--- config.mk ---
export PLATFORM = sky130hd
export DESIGN_NAME = vmw_walker
export DESIGN_NICKNAME = d
export VERILOG_FILES = /design/src/rtl/vmw_pkg.sv /design/src/rtl/vmw_pte_addr.sv /design/src/rtl/vmw_pa_compose.sv /design/src/rtl/vmw_leaf_check.sv /design/src/rtl/vmw_walker.sv
export SDC_FILE = /design/constraint.sdc
export NUM_CORES = 1
export LEC_CHECK = 0
export BUFFER_PORTS_ARGS = -buffer_cell sky130_fd_sc_hd__buf_4
export CAP_MARGIN = 10
export CORE_MARGIN = 5
export CORE_UTILIZATION = 56
export CTS_BUF_LIST = sky130_fd_sc_hd__clkbuf_8
export DETAILED_ROUTE_END_ITERATION = 10
export GPL_TIMING_DRIVEN = 0
export PLACE_DENSITY = 0.95
export SETUP_SLACK_MARGIN = 0.02
export SKIP_LAST_GASP = 1
export SLEW_MARGIN = 40
export SYNTH_ARGS = -nofsm -noshare
export SYNTH_HDL_FRONTEND = slang
export SYNTH_SLANG_ARGS = --single-unit
--- constraint.sdc ---
create_clock -name clk -period 4.6 [get_ports clk]
set_input_delay 0.23 -clock clk [delete_from_list [all_inputs] [get_ports clk]]
set_output_delay 0.23 -clock clk [all_outputs]
set_load 0.02 [all_outputs]
--- src/rtl/vmw_pkg.sv ---
package vmw_pkg;
    localparam int VA_W  = 32;
    localparam int PA_W  = 34;
    localparam int PPN_W = 22;
    localparam int OFF_W = 12;
    localparam int IDX_W = 10;
    localparam int PTE_W = 32;
    localparam int ENTRY_LG = 2;

    localparam logic [1:0] ACC_FETCH = 2'd0;
    localparam logic [1:0] ACC_LOAD  = 2'd1;
    localparam logic [1:0] ACC_STORE = 2'd2;

    localparam logic [1:0] MODE_USER  = 2'd0;
    localparam logic [1:0] MODE_SUPER = 2'd1;
    localparam logic [1:0] MODE_MACH  = 2'd3;

    typedef struct packed {
        logic [PPN_W-1:0] ppn;
        logic [1:0]       rsw;
        logic             d;
        logic             a;
        logic             g;
        logic             u;
        logic             x;
        logic             w;
        logic             r;
        logic             v;
    } pte_t;

    typedef enum logic [1:0] {
        ST_IDLE,
        ST_FETCH,
        ST_WRBACK,
        ST_RESP
    } walk_state_e;
endpackage

--- src/rtl/vmw_pte_addr.sv ---
module vmw_pte_addr
    import vmw_pkg::*;
(
    input  logic [PPN_W-1:0] base_ppn,
    input  logic [IDX_W-1:0] index,
    output logic [PA_W-1:0]  pte_addr
);
    localparam int IDX_BYTES_W = IDX_W + ENTRY_LG;

    logic [IDX_BYTES_W-1:0] byte_off;

    assign byte_off = {index, {ENTRY_LG{1'b0}}};
    assign pte_addr = {base_ppn, {OFF_W{1'b0}}} + PA_W'(byte_off);
endmodule

--- src/rtl/vmw_pa_compose.sv ---
module vmw_pa_compose
    import vmw_pkg::*;
(
    input  logic [PPN_W-1:0]       ppn,
    input  logic [IDX_W+OFF_W-1:0] low_va,
    input  logic                   superpage,
    output logic [PA_W-1:0]        paddr
);
    always_comb begin
        if (superpage) begin
            paddr = {ppn[PPN_W-1:IDX_W], low_va};
        end else begin
            paddr = {ppn, low_va[OFF_W-1:0]};
        end
    end
endmodule

--- src/rtl/vmw_leaf_check.sv ---
module vmw_leaf_check
    import vmw_pkg::*;
(
    input  pte_t       pte,
    input  logic [1:0] acc,
    input  logic [1:0] mode,
    input  logic       sum,
    input  logic       mxr,
    input  logic       top_level,
    output logic       is_ptr,
    output logic       leaf_ok,
    output logic       perm_r,
    output logic       perm_w,
    output logic       perm_x,
    output pte_t       pte_upd,
    output logic       wb_needed
);
    logic reserved;
    logic owner_bad;
    logic misaligned;
    logic access_bad;
    logic is_store;

    assign is_store = (acc == ACC_STORE);
    assign is_ptr   = pte.v && !pte.r && !pte.w && !pte.x;
    assign reserved = pte.w && !pte.r;

    always_comb begin
        if (pte.u) begin
            owner_bad = !((mode == MODE_USER) ||
                          ((mode == MODE_SUPER) && sum && (acc != ACC_FETCH)));
        end else begin
            owner_bad = (mode != MODE_SUPER);
        end
    end

    assign misaligned = top_level && (pte.ppn[IDX_W-1:0] != '0);

    always_comb begin
        unique case (acc)
            ACC_LOAD:  access_bad = !(pte.r || (pte.x && mxr));
            ACC_STORE: access_bad = !pte.w;
            ACC_FETCH: access_bad = !pte.x;
            default:   access_bad = 1'b1;
        endcase
    end

    assign leaf_ok = pte.v && !is_ptr && !reserved && !owner_bad &&
                     !misaligned && !access_bad;

    assign perm_r = pte.r || (pte.x && mxr);
    assign perm_x = pte.x;
    assign perm_w = pte.w && (is_store || pte.d);

    always_comb begin
        pte_upd   = pte;
        pte_upd.a = 1'b1;
        pte_upd.d = pte.d || is_store;
    end

    assign wb_needed = (pte_upd != pte);
endmodule

--- src/rtl/vmw_walker.sv ---
module vmw_walker
    import vmw_pkg::*;
(
    input  logic             clk,
    input  logic             rst_n,
    input  logic             req_valid,
    output logic             req_ready,
    input  logic [VA_W-1:0]  req_vaddr,
    input  logic [1:0]       req_acc,
    input  logic [1:0]       req_mode,
    input  logic             req_xlat_off,
    input  logic [PPN_W-1:0] req_root_ppn,
    input  logic             req_sum,
    input  logic             req_mxr,
    output logic             mem_req,
    output logic             mem_we,
    output logic [PA_W-1:0]  mem_addr,
    output logic [PTE_W-1:0] mem_wdata,
    input  logic             mem_valid,
    input  logic [PTE_W-1:0] mem_rdata,
    input  logic             mem_err,
    output logic             rsp_valid,
    output logic             rsp_fault,
    output logic [PA_W-1:0]  rsp_paddr,
    output logic             rsp_r,
    output logic             rsp_w,
    output logic             rsp_x
);
    localparam int VPN1_LO = OFF_W + IDX_W;

    walk_state_e      state_q, state_d;
    logic             lvl_top_q;
    logic [PPN_W-1:0] base_ppn_q;
    logic [VA_W-1:0]  vaddr_q;
    logic [1:0]       acc_q;
    logic [1:0]       mode_q;
    logic             sum_q;
    logic             mxr_q;
    pte_t             wb_pte_q;
    logic             fault_q;
    logic [PA_W-1:0]  paddr_q;
    logic             r_q, w_q, x_q;

    pte_t             pte_in;
    logic [IDX_W-1:0] cur_index;
    logic [PA_W-1:0]  pte_addr;
    logic [PA_W-1:0]  leaf_paddr;
    logic             is_ptr, leaf_ok, pr, pw, px, wb_needed;
    pte_t             pte_upd;
    logic             passthru;

    assign pte_in    = pte_t'(mem_rdata);
    assign cur_index = lvl_top_q ? vaddr_q[VA_W-1:VPN1_LO] : vaddr_q[VPN1_LO-1:OFF_W];
    assign passthru  = (req_mode == MODE_MACH) || req_xlat_off;

    vmw_pte_addr u_addr (
        .base_ppn (base_ppn_q),
        .index    (cur_index),
        .pte_addr (pte_addr)
    );

    vmw_leaf_check u_check (
        .pte       (pte_in),
        .acc       (acc_q),
        .mode      (mode_q),
        .sum       (sum_q),
        .mxr       (mxr_q),
        .top_level (lvl_top_q),
        .is_ptr    (is_ptr),
        .leaf_ok   (leaf_ok),
        .perm_r    (pr),
        .perm_w    (pw),
        .perm_x    (px),
        .pte_upd   (pte_upd),
        .wb_needed (wb_needed)
    );

    vmw_pa_compose u_pa (
        .ppn       (pte_in.ppn),
        .low_va    (vaddr_q[VPN1_LO-1:0]),
        .superpage (lvl_top_q),
        .paddr     (leaf_paddr)
    );

    // State register
    always_ff @(posedge clk or negedge rst_n) begin
        if (!rst_n) begin
            state_q <= ST_IDLE;
        end else begin
            state_q <= state_d;
        end
    end

    // Next-state logic
    always_comb begin
        state_d = state_q;
        unique case (state_q)
            ST_IDLE: begin
                if (req_valid) begin
                    state_d = passthru ? ST_RESP : ST_FETCH;
                end
            end
            ST_FETCH: begin
                if (mem_valid) begin
                    if (mem_err) begin
                        state_d = ST_RESP;
                    end else if (is_ptr) begin
                        state_d = lvl_top_q ? ST_FETCH : ST_RESP;
                    end else if (!leaf_ok) begin
                        state_d = ST_RESP;
                    end else begin
                        state_d = wb_needed ? ST_WRBACK : ST_RESP;
                    end
                end
            end
            ST_WRBACK: begin
                if (mem_valid) begin
                    state_d = ST_RESP;
                end
            end
            ST_RESP: state_d = ST_IDLE;
            default: state_d = ST_IDLE;
        endcase
    end

    // Walk datapath and answer registers
    always_ff @(posedge clk or negedge rst_n) begin
        if (!rst_n) begin
            lvl_top_q  <= 1'b1;
            base_ppn_q <= '0;
            vaddr_q    <= '0;
            acc_q      <= ACC_FETCH;
            mode_q     <= MODE_USER;
            sum_q      <= 1'b0;
            mxr_q      <= 1'b0;
            wb_pte_q   <= '0;
            fault_q    <= 1'b0;
            paddr_q    <= '0;
            r_q        <= 1'b0;
            w_q        <= 1'b0;
            x_q        <= 1'b0;
        end else begin
            unique case (state_q)
                ST_IDLE: begin
                    if (req_valid) begin
                        vaddr_q    <= req_vaddr;
                        acc_q      <= req_acc;
                        mode_q     <= req_mode;
                        sum_q      <= req_sum;
                        mxr_q      <= req_mxr;
                        base_ppn_q <= req_root_ppn;
                        lvl_top_q  <= 1'b1;
                        fault_q    <= 1'b0;
                        paddr_q    <= PA_W'(req_vaddr);
                        r_q        <= passthru;
                        w_q        <= passthru;
                        x_q        <= passthru;
                    end
                end
                ST_FETCH: begin
                    if (mem_valid) begin
                        if (!mem_err && is_ptr && lvl_top_q) begin
                            base_ppn_q <= pte_in.ppn;
                            lvl_top_q  <= 1'b0;
                        end else if (!mem_err && leaf_ok) begin
                            fault_q  <= 1'b0;
                            paddr_q  <= leaf_paddr;
                            r_q      <= pr;
                            w_q      <= pw;
                            x_q      <= px;
                            wb_pte_q <= pte_upd;
                        end else begin
                            fault_q <= 1'b1;
                            paddr_q <= '0;
                            r_q     <= 1'b0;
                            w_q     <= 1'b0;
                            x_q     <= 1'b0;
                        end
                    end
                end
                ST_WRBACK: begin
                    if (mem_valid && mem_err) begin
                        fault_q <= 1'b1;
                        paddr_q <= '0;
                        r_q     <= 1'b0;
                        w_q     <= 1'b0;
                        x_q     <= 1'b0;
                    end
                end
                ST_RESP: begin
                    lvl_top_q <= 1'b1;
                end
                default: begin
                    lvl_top_q <= 1'b1;
                end
            endcase
        end
    end

    // Outputs
    always_comb begin
        req_ready = (state_q == ST_IDLE);
        mem_req   = (state_q == ST_FETCH) || (state_q == ST_WRBACK);
        mem_we    = (state_q == ST_WRBACK);
        mem_addr  = pte_addr;
        mem_wdata = wb_pte_q;
        rsp_valid = (state_q == ST_RESP);
        rsp_fault = fault_q;
        rsp_paddr = paddr_q;
        rsp_r     = r_q;
        rsp_w     = w_q;
        rsp_x     = x_q;
    end

    // a pending memory access keeps its address and direction until answered
    a_r12_mem_hold: assert property (@(posedge clk) disable iff (!rst_n)
        (mem_req && !mem_valid) |=> (mem_req && $stable(mem_addr) && $stable(mem_we)));

    // the answer is a single-cycle pulse
    a_r12_rsp_pulse: assert property (@(posedge clk) disable iff (!rst_n)
        rsp_valid |=> !rsp_valid);

    // ready only while nothing else is in flight
    a_r12_ready_quiet: assert property (@(posedge clk) disable iff (!rst_n)
        req_ready |-> (!mem_req && !rsp_valid));

    // any write-back carries the accessed flag
    a_r9_wb_accessed: assert property (@(posedge clk) disable iff (!rst_n)
        (mem_req && mem_we) |-> mem_wdata[6]);

    // a store write-back carries the dirty flag
    a_r9_wb_dirty: assert property (@(posedge clk) disable iff (!rst_n)
        (mem_req && mem_we && (acc_q == ACC_STORE)) |-> mem_wdata[7]);

    // a fault returns no rights
    a_r11_fault_noperm: assert property (@(posedge clk) disable iff (!rst_n)
        (rsp_valid && rsp_fault) |-> !(rsp_r || rsp_w || rsp_x));

    // a pass-through request never touches memory
    a_r1_passthru_nomem: assert property (@(posedge clk) disable iff (!rst_n)
        (req_ready && req_valid && (req_xlat_off || (req_mode == MODE_MACH))) |=> (rsp_valid && !mem_req));
endmodule

==> impl_table.tex, run 1 <==
\begin{tabular}{lr}
\hline
Metric & Value \\
\hline
\multicolumn{2}{l}{\textbf{Logic synthesis}} \\
Cells after synthesis & 470 \\
Primary FF master, synth & dfrtp\_1 \\
Syn\_area\_per\_cell & 13.0 um\^{}2 \\
Warning count from the yosys run & 0 \\
Post-synthesis async set-or-reset flop share & 100\% \\
Number of library cell types mapped by synthesis & 52 \\
Seq cells post-synth & 133 \\
Cell Area, Synth & 6120 um\^{}2 \\
Xor/xnor share of the synthesized area & 0\% \\
Arithmetic-cell share of the synthesized area counting full adders, half adders and majority gates & 0.818\% \\
Number of enable flip-flop cells after synthesis & 0 \\
Mux contribution to synthesized area & 20.0\% \\
Share of the yosys chip area belonging to registers & 54.4\% \\
Main combinational cell family by area after synthesis & multiplexers \\
Area share of and/or/nand/nor cells after synthesis & 9.90\% \\
Post-synthesis compound-gate area fraction & 10.7\% \\
\multicolumn{2}{l}{\textbf{Power}} \\
Cell area power density & 668 nW/um\^{}2 \\
Leakage dissipation & 3.99 nW \\
Largest voltage drop on the vdd net & 0.455 mV \\
Overall power consumption & 5.51 mW \\
\multicolumn{2}{l}{\textbf{Placed design}} \\
Final weighted congestion of routability-driven global placement & 0.869 \\
HPWL after DPL & 13.7 mm \\
Port bufs & 203 \\
\multicolumn{2}{l}{\textbf{Critical path}} \\
Worst Path Class, Setup & reg2out \\
Crit path max fanout & 10 \\
Critical Path RT & 4.37 ns \\
Cell-by-cell trace of the critical path & buf\_1 > buf\_1 > mux2\_2 > buf\_4 \\
Nature of the critical path startpoint & flip-flop \\
Slack of the worst reg-to-reg path & 1.89 ns \\
End of the worst register-to-register path & rsp\_paddr[19] \\
Setup crit end kind & primary output \\
Cell depth of the worst flop-to-flop path & 8 \\
Largest incremental delay on the critical path & 0.58 ns \\
FF-to-FF Start & state\_q[0] \\
Worst path buffer plus inverter count & 3 \\
Cell family with the largest share of critical-path delay & buffers and inverters \\
CP max stage cell & dfstp\_2 \\
Cell with the most instances on the worst path & buf\_1 \\
Worst Path Arrival & 2.62 ns \\
\multicolumn{2}{l}{\textbf{Die}} \\
Die height & 115 um \\
Initial core utilization & 56.7\% \\
I/O pins & 206 \\
Area enclosed by the die boundary & 13100 um\^{}2 \\
CORE AREA & 10800 um\^{}2 \\
Chip Width & 115 um \\
Std-Cell Rows & 38 \\
\multicolumn{2}{l}{\textbf{Timing}} \\
Number of hold violations in the final report & 0 \\
Skew final & 0.0160 ns \\
Transition time of the tightest slew-check pin & 0.772 ns \\
Setup total negative slack & 0 ns \\
Final setup fails & 0 \\
Final worst path period need & 2.85 ns \\
Worst slew margin relative to its limit & 48.5\% \\
Period utilisation layout & 61.9\% \\
Final worst hold slack & 0.0148 ns \\
Number of max-slew violations in the final report & 0 \\
Max Clock Freq & 351 MHz \\
Unrepaired setup endpoints after global routing & false \\
\multicolumn{2}{l}{\textbf{GRT}} \\
Met2 Usage GRT & 50.3\% \\
Pin count of the biggest net entering global routing & 68 \\
Peak-usage layer in the global routing report & met2 \\
Global-route wire length before repair & 29.9 mm \\
Met3 track demand over resource in global routing & 8.19\% \\
Via count of the first global-routing pass & 5524 \\
Overflow left after global routing & 0 \\
Met1 track demand over resource & 35.3\% \\
Initial antenna violation count & 0 \\
Aggregate global-route resource usage & 29.9\% \\
\multicolumn{2}{l}{\textbf{Hold path}} \\
Startpoint of the worst hold path & mem\_rdata[5] \\
Worst min-delay path category & in2reg \\
Hold-critical path depth & 2 \\
Endpoint, Worst Hold & mem\_wdata[5] \\
\multicolumn{2}{l}{\textbf{Drt}} \\
Drt wl/cell & 22.6 um \\
Post-DRT Antenna Nets & 0 \\
Final routed wirelength across all metal layers & 19.2 mm \\
Total via count in the routed design & 5065 \\
Final routed DRC violation total & 0 \\
Via density per instance & 5.97 \\
Detailed Routing Iterations Pass 1 & 5 \\
Starting DRC count in detailed routing & 422 \\
\multicolumn{2}{l}{\textbf{Clock network}} \\
CTS Buffer Depth & 2 \\
Reg clk slew, reported paths & 0.08 ns \\
Clock tree from TritonCTS & yes \\
H-tree levels & 4 \\
TritonCTS buffer count & 17 \\
Clock insertion delay at the later pin of the skew report & 0.43 ns \\
Resized cells post-CTS & 0 \\
Clock Tree Root & clkbuf\_8 \\
Number of clock sinks seen by CTS & 133 \\
\multicolumn{2}{l}{\textbf{Run status}} \\
Run status & finished, final reports clean \\
\multicolumn{2}{l}{\textbf{Cells and area}} \\
Fill count & 653 \\
Most frequent cells in the layout & 205 x buf\_4, 132 x dfrtp\_1, 83 x mux2\_2, 32 x nor3b\_1, 31 x a21oi\_1 \\
Diode insertion count for antenna repair & 0 \\
Area added between synthesis and finish & 35.0\% \\
Total Nets Final & 797 \\
Most common cell after layout, fill and taps aside & buf\_4 \\
Share of post-route cells with drive strength above 1 & 54.1\% \\
\multicolumn{2}{l}{\textbf{Run}} \\
Number of maximum-capacitance constraint violations & 0 \\
\hline
\end{tabular}
## state kept, by name, indices dropped and copies added, names as in the netlist, 2 cells and up
register    flops
mem_wdata      32
acc_q           2
state_q         2
mode_q          2
base_ppn_q     22
vaddr_q        32
rsp_paddr      34
## stage by stage
step | util (%) | setup WS (ns) | area (um^2) | instances
after floorplan | - | 2.30 | 6120 | 471
after global placement | 72.4 | 2.00 | 7820 | 814
after detailed placement | 72.8 | 1.94 | 7850 | 815
after CTS | 76.5 | 1.76 | 8260 | 848
after global routing | 76.5 | 1.70 | 8260 | 848
final | 76.5 | 1.75 | 8260 | 848
## final cells by class
class                      count  area (um^2)  area share (%)
inverter                       7         26.3           0.318
clock buffer                  19          262            3.17
clock inverter                13          133            1.61
multi-input combinational    298         2540            30.8
buffer                        33          220            2.67
sequential                   133         3330            40.3
timing repair buffer         205         1570            19.0
tap                          140          175            2.12
## Yosys cell counts, types with 6 or more instances
cell | number | share of area (%)
inv_1 | 7 | 0.43
o21ai_0 | 7 | 0.57
mux2i_1 | 22 | 3.6
buf_6 | 8 | 1.5
a21oi_1 | 31 | 2.5
a221o_2 | 29 | 5.3
nor3b_1 | 32 | 3.9
clkbuf_1 | 6 | 0.37
dfrtp_1 | 132 | 54
nand2_1 | 7 | 0.43
mux2_2 | 83 | 15
nor2_1 | 29 | 1.8
buf_2 | 11 | 0.90
## cell families (layout without fill, tap and decap cells)
logic type                 Yosys count  count (layout)
DFF                                133             133
muxes                              110             110
and+or+nand+nor                     98              98
AOI/OAI and AO/OA                   84              84
buffers and inverters               40             277
adders and majority gates            4               4
other                                1               2
## how the worst max path moves through the flow
stage,depth (start not counted),endpoint,start,slack [ns]
after floorplan,8,rsp_paddr[10],state_q[0],2.30
after global routing,4,mem_addr[4],lvl_top_q,1.70
after detailed placement,8,rsp_paddr[1],state_q[0],1.94
after CTS,4,mem_addr[4],lvl_top_q,1.76
final,4,mem_addr[4],lvl_top_q,1.75
after global placement,8,rsp_paddr[19],state_q[0],2.00
## where the power goes
part           internal, mW  switching, mW
Clock                 0.508          0.474
Combinational          1.19           1.48
Sequential             1.58          0.277
Total                  3.28           2.23
## routing by layer
metal | vias up | share of wire, %
li1 | 2186 | -
met1 | 2563 | 37
met2 | 257 | 52
met3 | 59 | 7.7
met4 | 0 | 3.8
met5 | - | 0
## what timing repair did
item	in CTS	in global routing
endpoints found under the setup margin	0	0
endpoints found under the hold margin	66	0
hold buffers	1	0
buffers inserted	0	0
No activity file was read; power rests on OpenSTA's default activity.
==> run 2: changes to the inputs <==
--- a/config.mk
+++ b/config.mk
@@ -8,11 +8,11 @@
 export BUFFER_PORTS_ARGS = -buffer_cell sky130_fd_sc_hd__buf_4
 export CAP_MARGIN = 10
 export CORE_MARGIN = 5
-export CORE_UTILIZATION = 56
+export CORE_UTILIZATION = 47
 export CTS_BUF_LIST = sky130_fd_sc_hd__clkbuf_8
 export DETAILED_ROUTE_END_ITERATION = 10
 export GPL_TIMING_DRIVEN = 0
-export PLACE_DENSITY = 0.95
+export PLACE_DENSITY = 0.9
 export SETUP_SLACK_MARGIN = 0.02
 export SKIP_LAST_GASP = 1
 export SLEW_MARGIN = 40
==> constraint.sdc (replaced) <==
create_clock -name clk -period 2.6 [get_ports clk]
set_input_delay 0.13 -clock clk [delete_from_list [all_inputs] [get_ports clk]]
set_output_delay 0.13 -clock clk [all_outputs]
set_load 0.02 [all_outputs]
==> run 2 against run 1 <==
  * Worst hold slack gained 0.0089 ns
  * Via count grew 6.1%
  * Sequential share of layout area decreased by 4.2 points
  * Critical path depth is 5 higher
  * Utilization fell by 3.7 points
  * Sequential power is 76% higher
  * Critical endpoint is now mem_wdata[22]
==> impl_table.tex, run 2 (synthesis results as in run 1) <==
\begin{tabular}{lr}
\hline
Metric & Value \\
\hline
\multicolumn{2}{l}{\textbf{Power}} \\
Switching power & 3.89 mW \\
Cell area power density & 1060 nW/um\^{}2 \\
Largest voltage drop on the vdd net & 0.685 mV \\
Switching Share & 39.7\% \\
Leakage dissipation & 4.41 nW \\
Combinational group share of total power & 49.4\% \\
Overall power consumption & 9.81 mW \\
Flop pwr share & 33.3\% \\
Internal power contribution & 5.92 mW \\
Fraction of power consumed by the clock network & 17.2\% \\
\multicolumn{2}{l}{\textbf{Run status}} \\
Run status & finished, final reports clean \\
\multicolumn{2}{l}{\textbf{Timing}} \\
Number of hold violations in the final report & 0 \\
Skew final & 0.0124 ns \\
Final worst path period need & 2.55 ns \\
Final worst hold slack & 0.0237 ns \\
Worst slew margin relative to its limit & 50.2\% \\
Final setup fails & 0 \\
Number of max-slew violations in the final report & 0 \\
Max Clock Freq & 393 MHz \\
Period utilisation layout & 98.0\% \\
Unrepaired setup endpoints after global routing & true \\
Transition time of the tightest slew-check pin & 0.746 ns \\
\multicolumn{2}{l}{\textbf{Drt}} \\
Drt wl/cell & 21.0 um \\
Final routed DRC violation total & 0 \\
Total via count in the routed design & 5374 \\
Via density per instance & 5.52 \\
Starting DRC count in detailed routing & 391 \\
Post-DRT Antenna Nets & 0 \\
Detailed Routing Iterations Pass 1 & 5 \\
Final routed wirelength across all metal layers & 20.4 mm \\
\multicolumn{2}{l}{\textbf{Clock network}} \\
Clock tree from TritonCTS & yes \\
CTS Buffer Depth & 2 \\
TritonCTS buffer count & 17 \\
Reg clk slew, reported paths & 0.08 ns \\
Clock insertion delay at the later pin of the skew report & 0.44 ns \\
Clock Tree Root & clkbuf\_8 \\
Number of clock sinks seen by CTS & 133 \\
H-tree levels & 4 \\
\multicolumn{2}{l}{\textbf{Die}} \\
Die height & 124 um \\
CORE AREA & 12700 um\^{}2 \\
Initial core utilization & 48.3\% \\
Std-Cell Rows & 41 \\
Area enclosed by the die boundary & 15400 um\^{}2 \\
Chip Width & 124 um \\
I/O pins & 206 \\
\multicolumn{2}{l}{\textbf{Placed design}} \\
Port bufs & 203 \\
Final weighted congestion of routability-driven global placement & 0.831 \\
HPWL after DPL & 13.7 mm \\
\multicolumn{2}{l}{\textbf{Critical path}} \\
Critical Path RT & 2.93 ns \\
Crit path max fanout & 10 \\
Setup crit end kind & flip-flop \\
FF-to-FF Start & state\_q[1] \\
Last element of the critical path & mem\_wdata[22] \\
Slack of the worst reg-to-reg path & 0.08 ns \\
Worst Path Arrival & 2.88 ns \\
Worst Path Class, Setup & in2reg \\
Startpoint of the worst setup timing path & mem\_rdata[16] \\
End of the worst register-to-register path & mem\_wdata[22] \\
Cell depth of the worst flop-to-flop path & 10 \\
Nature of the critical path startpoint & primary input \\
\multicolumn{2}{l}{\textbf{Cells and area}} \\
Largest register FFs & 34 \\
Most frequent cells in the layout & 210 x buf\_4, 131 x dfrtp\_1, 87 x dlygate4sd3\_1, 83 x mux2\_2, 32 x nor3b\_1 \\
Area added between synthesis and finish & 50.9\% \\
Most common cell after layout, fill and taps aside & buf\_4 \\
Share of post-route cells with drive strength above 1 & 49.3\% \\
Total Nets Final & 888 \\
\multicolumn{2}{l}{\textbf{GRT}} \\
Pin count of the biggest net entering global routing & 70 \\
Global-route wire length before repair & 31.2 mm \\
Aggregate global-route resource usage & 26.9\% \\
Overflow left after global routing & 0 \\
Initial antenna violation count & 1 \\
Via count of the first global-routing pass & 5821 \\
\multicolumn{2}{l}{\textbf{Hold path}} \\
Hold-critical path depth & 3 \\
Worst min-delay path category & in2reg \\
\multicolumn{2}{l}{\textbf{Run}} \\
Number of maximum-capacitance constraint violations & 0 \\
\hline
\end{tabular}
run 2: cell types whose count changed in the layout (fill, tap and decap cells not counted), moves of 2 or more:
cell	delta
buf_1	-3
buf_2	+2
buf_4	+5
clkbuf_1	-2
clkbuf_2	+2
clkinvlp_4	-2
diode_2	+2
dlygate4sd3_1	+86
inv_1	+2
run 2: how the worst min path moves through the flow:
stage                     start              to
6_report        req_root_ppn[6]   base_ppn_q[6]
5_1_grt        req_root_ppn[14]  base_ppn_q[14]
4_1_cts        req_root_ppn[18]  base_ppn_q[18]
3_5_place_dp              rst_n      vaddr_q[6]
3_3_place_gp       mem_rdata[5]    mem_wdata[5]
2_1_floorplan             rst_n        acc_q[0]
run 2: critical path: stages:
cell	delay, ns
dlygate4sd3_1	0.54
buf_4	0.16
nor4_1	0.45
a31oi_2	0.30
nand3b_1	0.28
nor3_4	0.30
buf_4	0.17
buf_8	0.17
mux2_2	0.37
run 2: area by class of cell:
class,instances,area [um^2]
Inverter,7,26.3
Multi-Input combinational cell,298,2550
Clock inverter,12,113
Sequential cell,133,3330
Fill cell,807,3440
Buffer,32,223
Clock buffer,20,275
Antenna cell,2,5.00
Tap cell,172,215
Timing Repair Buffer,297,2490
run 2: metal layers:
metal	vias up	track usage, %	share of wire (%)
met5	-	0	0
met2	256	45.7	52
met3	58	7.13	6.6
met1	2684	31.5	38
li1	2376	-	-
met4	0	13.3	3.9
run 2: per-stage QoR:
stage | setup TNS (ns) | cell area (um^2) | utilization [%] | setup slack (ns) | cells
finish | 0 | 9230 | 72.8 | 0.0531 | 973
global route | -1.76 | 9230 | 72.8 | -0.0602 | 972
CTS | 0 | 9180 | 72.4 | 0.0447 | 967
detailed placement | -1.77 | 7900 | 62.3 | -0.0560 | 847
global placement | -0.538 | 7860 | 62.0 | -0.0307 | 846
floorplan | 0 | 6120 | - | 0.296 | 471
run 2: repair_timing:
action	CTS	global route
gates cloned	0	0
hold buffers	87	0
pin swaps	1	1
hold endpoints to repair	162	0
setup endpoints to repair	50	75
gates resized for setup	2	8
buffers inserted	2	4
run 2: power groups by stage:
| stage | registers, mW | logic, mW | clock network (mW) |
|---|---|---|---|
| CTS | 3.25 | 4.79 | 1.72 |
| floorplan | 3.62 | 2.55 | 0 |
| finish | 3.27 | 4.85 | 1.69 |
| global route | 3.34 | 5.18 | 1.82 |
| global placement | 3.24 | 4.52 | 0 |
| detailed placement | 3.28 | 4.66 | 0 |
==> run 3: changes to the inputs <==
--- a/config.mk
+++ b/config.mk
@@ -5,14 +5,15 @@
 export SDC_FILE = /design/constraint.sdc
 export NUM_CORES = 1
 export LEC_CHECK = 0
+export ABC_AREA = 1
 export BUFFER_PORTS_ARGS = -buffer_cell sky130_fd_sc_hd__buf_4
 export CAP_MARGIN = 10
 export CORE_MARGIN = 5
-export CORE_UTILIZATION = 47
+export CORE_UTILIZATION = 48
 export CTS_BUF_LIST = sky130_fd_sc_hd__clkbuf_8
 export DETAILED_ROUTE_END_ITERATION = 10
 export GPL_TIMING_DRIVEN = 0
-export PLACE_DENSITY = 0.9
+export PLACE_DENSITY = 0.91
 export SETUP_SLACK_MARGIN = 0.02
 export SKIP_LAST_GASP = 1
 export SLEW_MARGIN = 40
==> run 3 against run 2 <==
  * Critical endpoint is now rsp_paddr[28]
  * Register-to-register slack gained 0.16 ns
  * Largest power group unchanged
  * Cell count increased by 39%
  * Flip-flop and latch count did not move
  * Clock power rose by 12%
  * Area after synthesis increased by 6.8%
  * Critical path type is now reg2reg
  * Combinational power up 26%
==> impl_table.tex, run 3 <==
\begin{tabular}{lr}
\hline
Metric & Value \\
\hline
\multicolumn{2}{l}{\textbf{Run status}} \\
Run status & finished, final reports clean \\
\multicolumn{2}{l}{\textbf{Power}} \\
Leakage dissipation & 5.03 nW \\
Largest voltage drop on the vdd net & 0.711 mV \\
Cell area power density & 1170 nW/um\^{}2 \\
Overall power consumption & 11.3 mW \\
\multicolumn{2}{l}{\textbf{Critical path}} \\
Cell with the most instances on the worst path & clkbuf\_1 \\
Worst Path Arrival & 2.73 ns \\
Nature of the critical path startpoint & flip-flop \\
CP max stage cell & dfrtp\_1 \\
Cell-by-cell trace of the critical path & inv\_1 > ha\_1 > clkbuf\_1 > clkbuf\_2 > clkbuf\_1 > nand4\_1 > a21oi\_1 \\
Crit path max fanout & 10 \\
Cell family with the largest share of critical-path delay & buffers and inverters \\
Largest incremental delay on the critical path & 0.43 ns \\
Setup crit end kind & flip-flop \\
Worst Path Class, Setup & reg2reg \\
Critical Path RT & 2.97 ns \\
Worst path buffer plus inverter count & 4 \\
\multicolumn{2}{l}{\textbf{Logic synthesis}} \\
Post-synthesis cell type with the largest combined area & dfrtp\_1 \\
Syn\_area\_per\_cell & 7.72 um\^{}2 \\
Share of the yosys chip area belonging to registers & 51.0\% \\
Warning count from the yosys run & 0 \\
Most used standard cells in the synthesized netlist & 164 x nand2\_1, 147 x nor2\_1, 132 x dfrtp\_1, 85 x a21oi\_1, 85 x inv\_1 \\
Area share of the leading cell type in the synthesized netlist & 50.6\% \\
Post-synthesis async set-or-reset flop share & 100\% \\
Cell Area, Synth & 6530 um\^{}2 \\
Number of library cell types mapped by synthesis & 30 \\
Number of enable flip-flop cells after synthesis & 0 \\
Seq cells post-synth & 133 \\
Top cells by area, synth & dfrtp\_1 51\%, nand2\_1 9.4\%, nor2\_1 8.4\% \\
Cells after synthesis & 846 \\
Primary FF master, synth & dfrtp\_1 \\
Most frequent cell after synthesis & nand2\_1 \\
\multicolumn{2}{l}{\textbf{Cells and area}} \\
Largest register FFs & 34 \\
Total Nets Final & 1262 \\
Design Area, Final & 9660 um\^{}2 \\
Most common cell after layout, fill and taps aside & buf\_4 \\
Fill count & 919 \\
Share of post-route cells with drive strength above 1 & 24.0\% \\
Area added between synthesis and finish & 47.8\% \\
Non-filler instance count after layout & 1351 \\
Most frequent cells in the layout & 205 x buf\_4, 164 x nand2\_1, 147 x nor2\_1, 132 x dfrtp\_1, 90 x dlygate4sd3\_1 \\
\multicolumn{2}{l}{\textbf{Timing}} \\
Final worst path period need & 2.36 ns \\
Unrepaired setup endpoints after global routing & false \\
Skew final & 0.00998 ns \\
Number of hold violations in the final report & 0 \\
Worst slew margin relative to its limit & 59.5\% \\
Setup total negative slack & 0 ns \\
Final setup fails & 0 \\
Transition time of the tightest slew-check pin & 0.608 ns \\
Number of max-slew violations in the final report & 0 \\
Max Clock Freq & 423 MHz \\
Final worst hold slack & 0.0295 ns \\
Period utilisation layout & 90.8\% \\
\multicolumn{2}{l}{\textbf{GRT}} \\
Via count of the first global-routing pass & 7321 \\
Initial antenna violation count & 2 \\
Met1 track demand over resource & 35.6\% \\
Met2 Usage GRT & 49.1\% \\
Met3 track demand over resource in global routing & 6.43\% \\
Aggregate global-route resource usage & 29.7\% \\
Peak-usage layer in the global routing report & met2 \\
Pin count of the biggest net entering global routing & 69 \\
Overflow left after global routing & 0 \\
Global-route wire length before repair & 37.6 mm \\
\multicolumn{2}{l}{\textbf{Placed design}} \\
Cells after DPL & 1227 \\
Area of placed instances & 8310 um\^{}2 \\
Port bufs & 203 \\
Final weighted congestion of routability-driven global placement & 0.923 \\
HPWL after DPL & 16.4 mm \\
\multicolumn{2}{l}{\textbf{Clock network}} \\
Clock Tree Root & clkbuf\_8 \\
Clock tree from TritonCTS & yes \\
Post-CTS setup buffer count & 0 \\
CTS Buffer Depth & 2 \\
TritonCTS buffer count & 17 \\
Clock insertion delay at the later pin of the skew report & 0.46 ns \\
Reg clk slew, reported paths & 0.08 ns \\
Number of clock sinks seen by CTS & 133 \\
H-tree levels & 4 \\
\multicolumn{2}{l}{\textbf{Run}} \\
Number of maximum-capacitance constraint violations & 0 \\
\multicolumn{2}{l}{\textbf{Die}} \\
Initial core utilization & 49.1\% \\
Die height & 127 um \\
CORE AREA & 13300 um\^{}2 \\
Area enclosed by the die boundary & 16000 um\^{}2 \\
Std-Cell Rows & 42 \\
Chip Width & 127 um \\
I/O pins & 206 \\
\multicolumn{2}{l}{\textbf{Hold path}} \\
Worst min-delay path category & in2reg \\
\multicolumn{2}{l}{\textbf{Drt}} \\
Starting DRC count in detailed routing & 683 \\
Total via count in the routed design & 7312 \\
Final routed DRC violation total & 0 \\
Post-DRT Antenna Nets & 0 \\
Drt wl/cell & 18.1 um \\
Detailed Routing Iterations Pass 1 & 6 \\
Final routed wirelength across all metal layers & 24.4 mm \\
Via density per instance & 5.41 \\
\hline
\end{tabular}
==> run 3: cell count changes in the layout (fill, tap and decap cells not counted), moves of 29 or more <==
cell      previous run  this run
nand3_1              1        37
o21ai_0              6        64
mux2_2              83         3
nor2_1              29       147
nand4_1              2        37
nor3b_1             32         0
a221o_2             29         0
nand2_1              7       164
inv_1               10        86
a21oi_1             31        85
clkbuf_1             3        32
==> run 3: worst min-delay path, cell delays in order <==
cell	delay [ns]
buf_4	0.08
inv_1	0.06
o21ai_0	0.18
==> run 3: path summary, 6_finish.rpt <==
| path | from | to | slack [ns] | cells after the start |
|---|---|---|---|---|
| worst max-delay path | state_q[0] | rsp_paddr[28] | 0.24 | 7 |
| worst min-delay path | req_vaddr[14] | vaddr_q[14] | 0.03 | 3 |
| worst max register to register | state_q[0] | rsp_paddr[28] | 0.24 | 7 |
| worst min register to register | mem_wdata[6] | mem_wdata[6] | 0.47 | 2 |
| max in group asynchronous | rst_n | lvl_top_q | 1.68 | 3 |
| min in group asynchronous | rst_n | mem_wdata[23] | 0.20 | 2 |
==> run 3: through the flow <==
| step | util [%] | setup slack, ns |
|---|---|---|
| after floorplan | - | 0.689 |
| after global placement | 62.3 | 0.215 |
| after detailed placement | 62.5 | 0.125 |
| after CTS | 72.6 | 0.0934 |
| after global routing | 72.6 | 0.0569 |
| final | 72.6 | 0.238 |
==> run 3: cells by family after synthesis <==
| family | count (synthesis) | share of synthesized area [%] |
|---|---|---|
| and+or+nand+nor | 402 | 26.0 |
| adders and majority gates | 4 | 0.766 |
| DFF | 133 | 51.0 |
| other | 1 | 0.0574 |
| AOI/OAI and AO/OA | 159 | 12.6 |
| buffers and inverters | 144 | 9.04 |
| muxes | 3 | 0.517 |
==> run 3: routing by layer <==
metal  vias to the layer above  routed length, um
met5                         -                  0
met3                       130               2000
met1                      3386               9200
met2                       466              11800
li1                       3330                  -
met4                         0               1420
==> run 3: where the power goes <==
part / leakage [nW] / internal, mW / total, mW / switching, mW
Sequential: 1.64 / 2.87 / 3.35 / 0.481
Combinational: 3.18 / 2.18 / 6.09 / 3.91
Clock: 0.208 / 1.06 / 1.90 / 0.842
Total: 5.03 / 6.11 / 11.3 / 5.23
==> run 3: layout make-up <==
cell class | count | area [um^2] | area share, %
Multi-Input combinational cell | 570 | 2620 | 27.1
Buffer | 54 | 255 | 2.64
Inverter | 90 | 338 | 3.50
Tap cell | 176 | 220 | 2.28
Clock inverter | 14 | 185 | 1.92
Antenna cell | 2 | 5.00 | 0.0518
Clock buffer | 18 | 248 | 2.57
Sequential cell | 133 | 3330 | 34.5
Timing Repair Buffer | 294 | 2460 | 25.5
==> run 3: timing repair <==
| action | 4_1_cts | 5_1_grt |
|---|---|---|
| setup endpoints to repair | 0 | 9 |
| hold buffers | 90 | 0 |
| resized for setup | 0 | 4 |
| hold endpoints to repair | 155 | 0 |
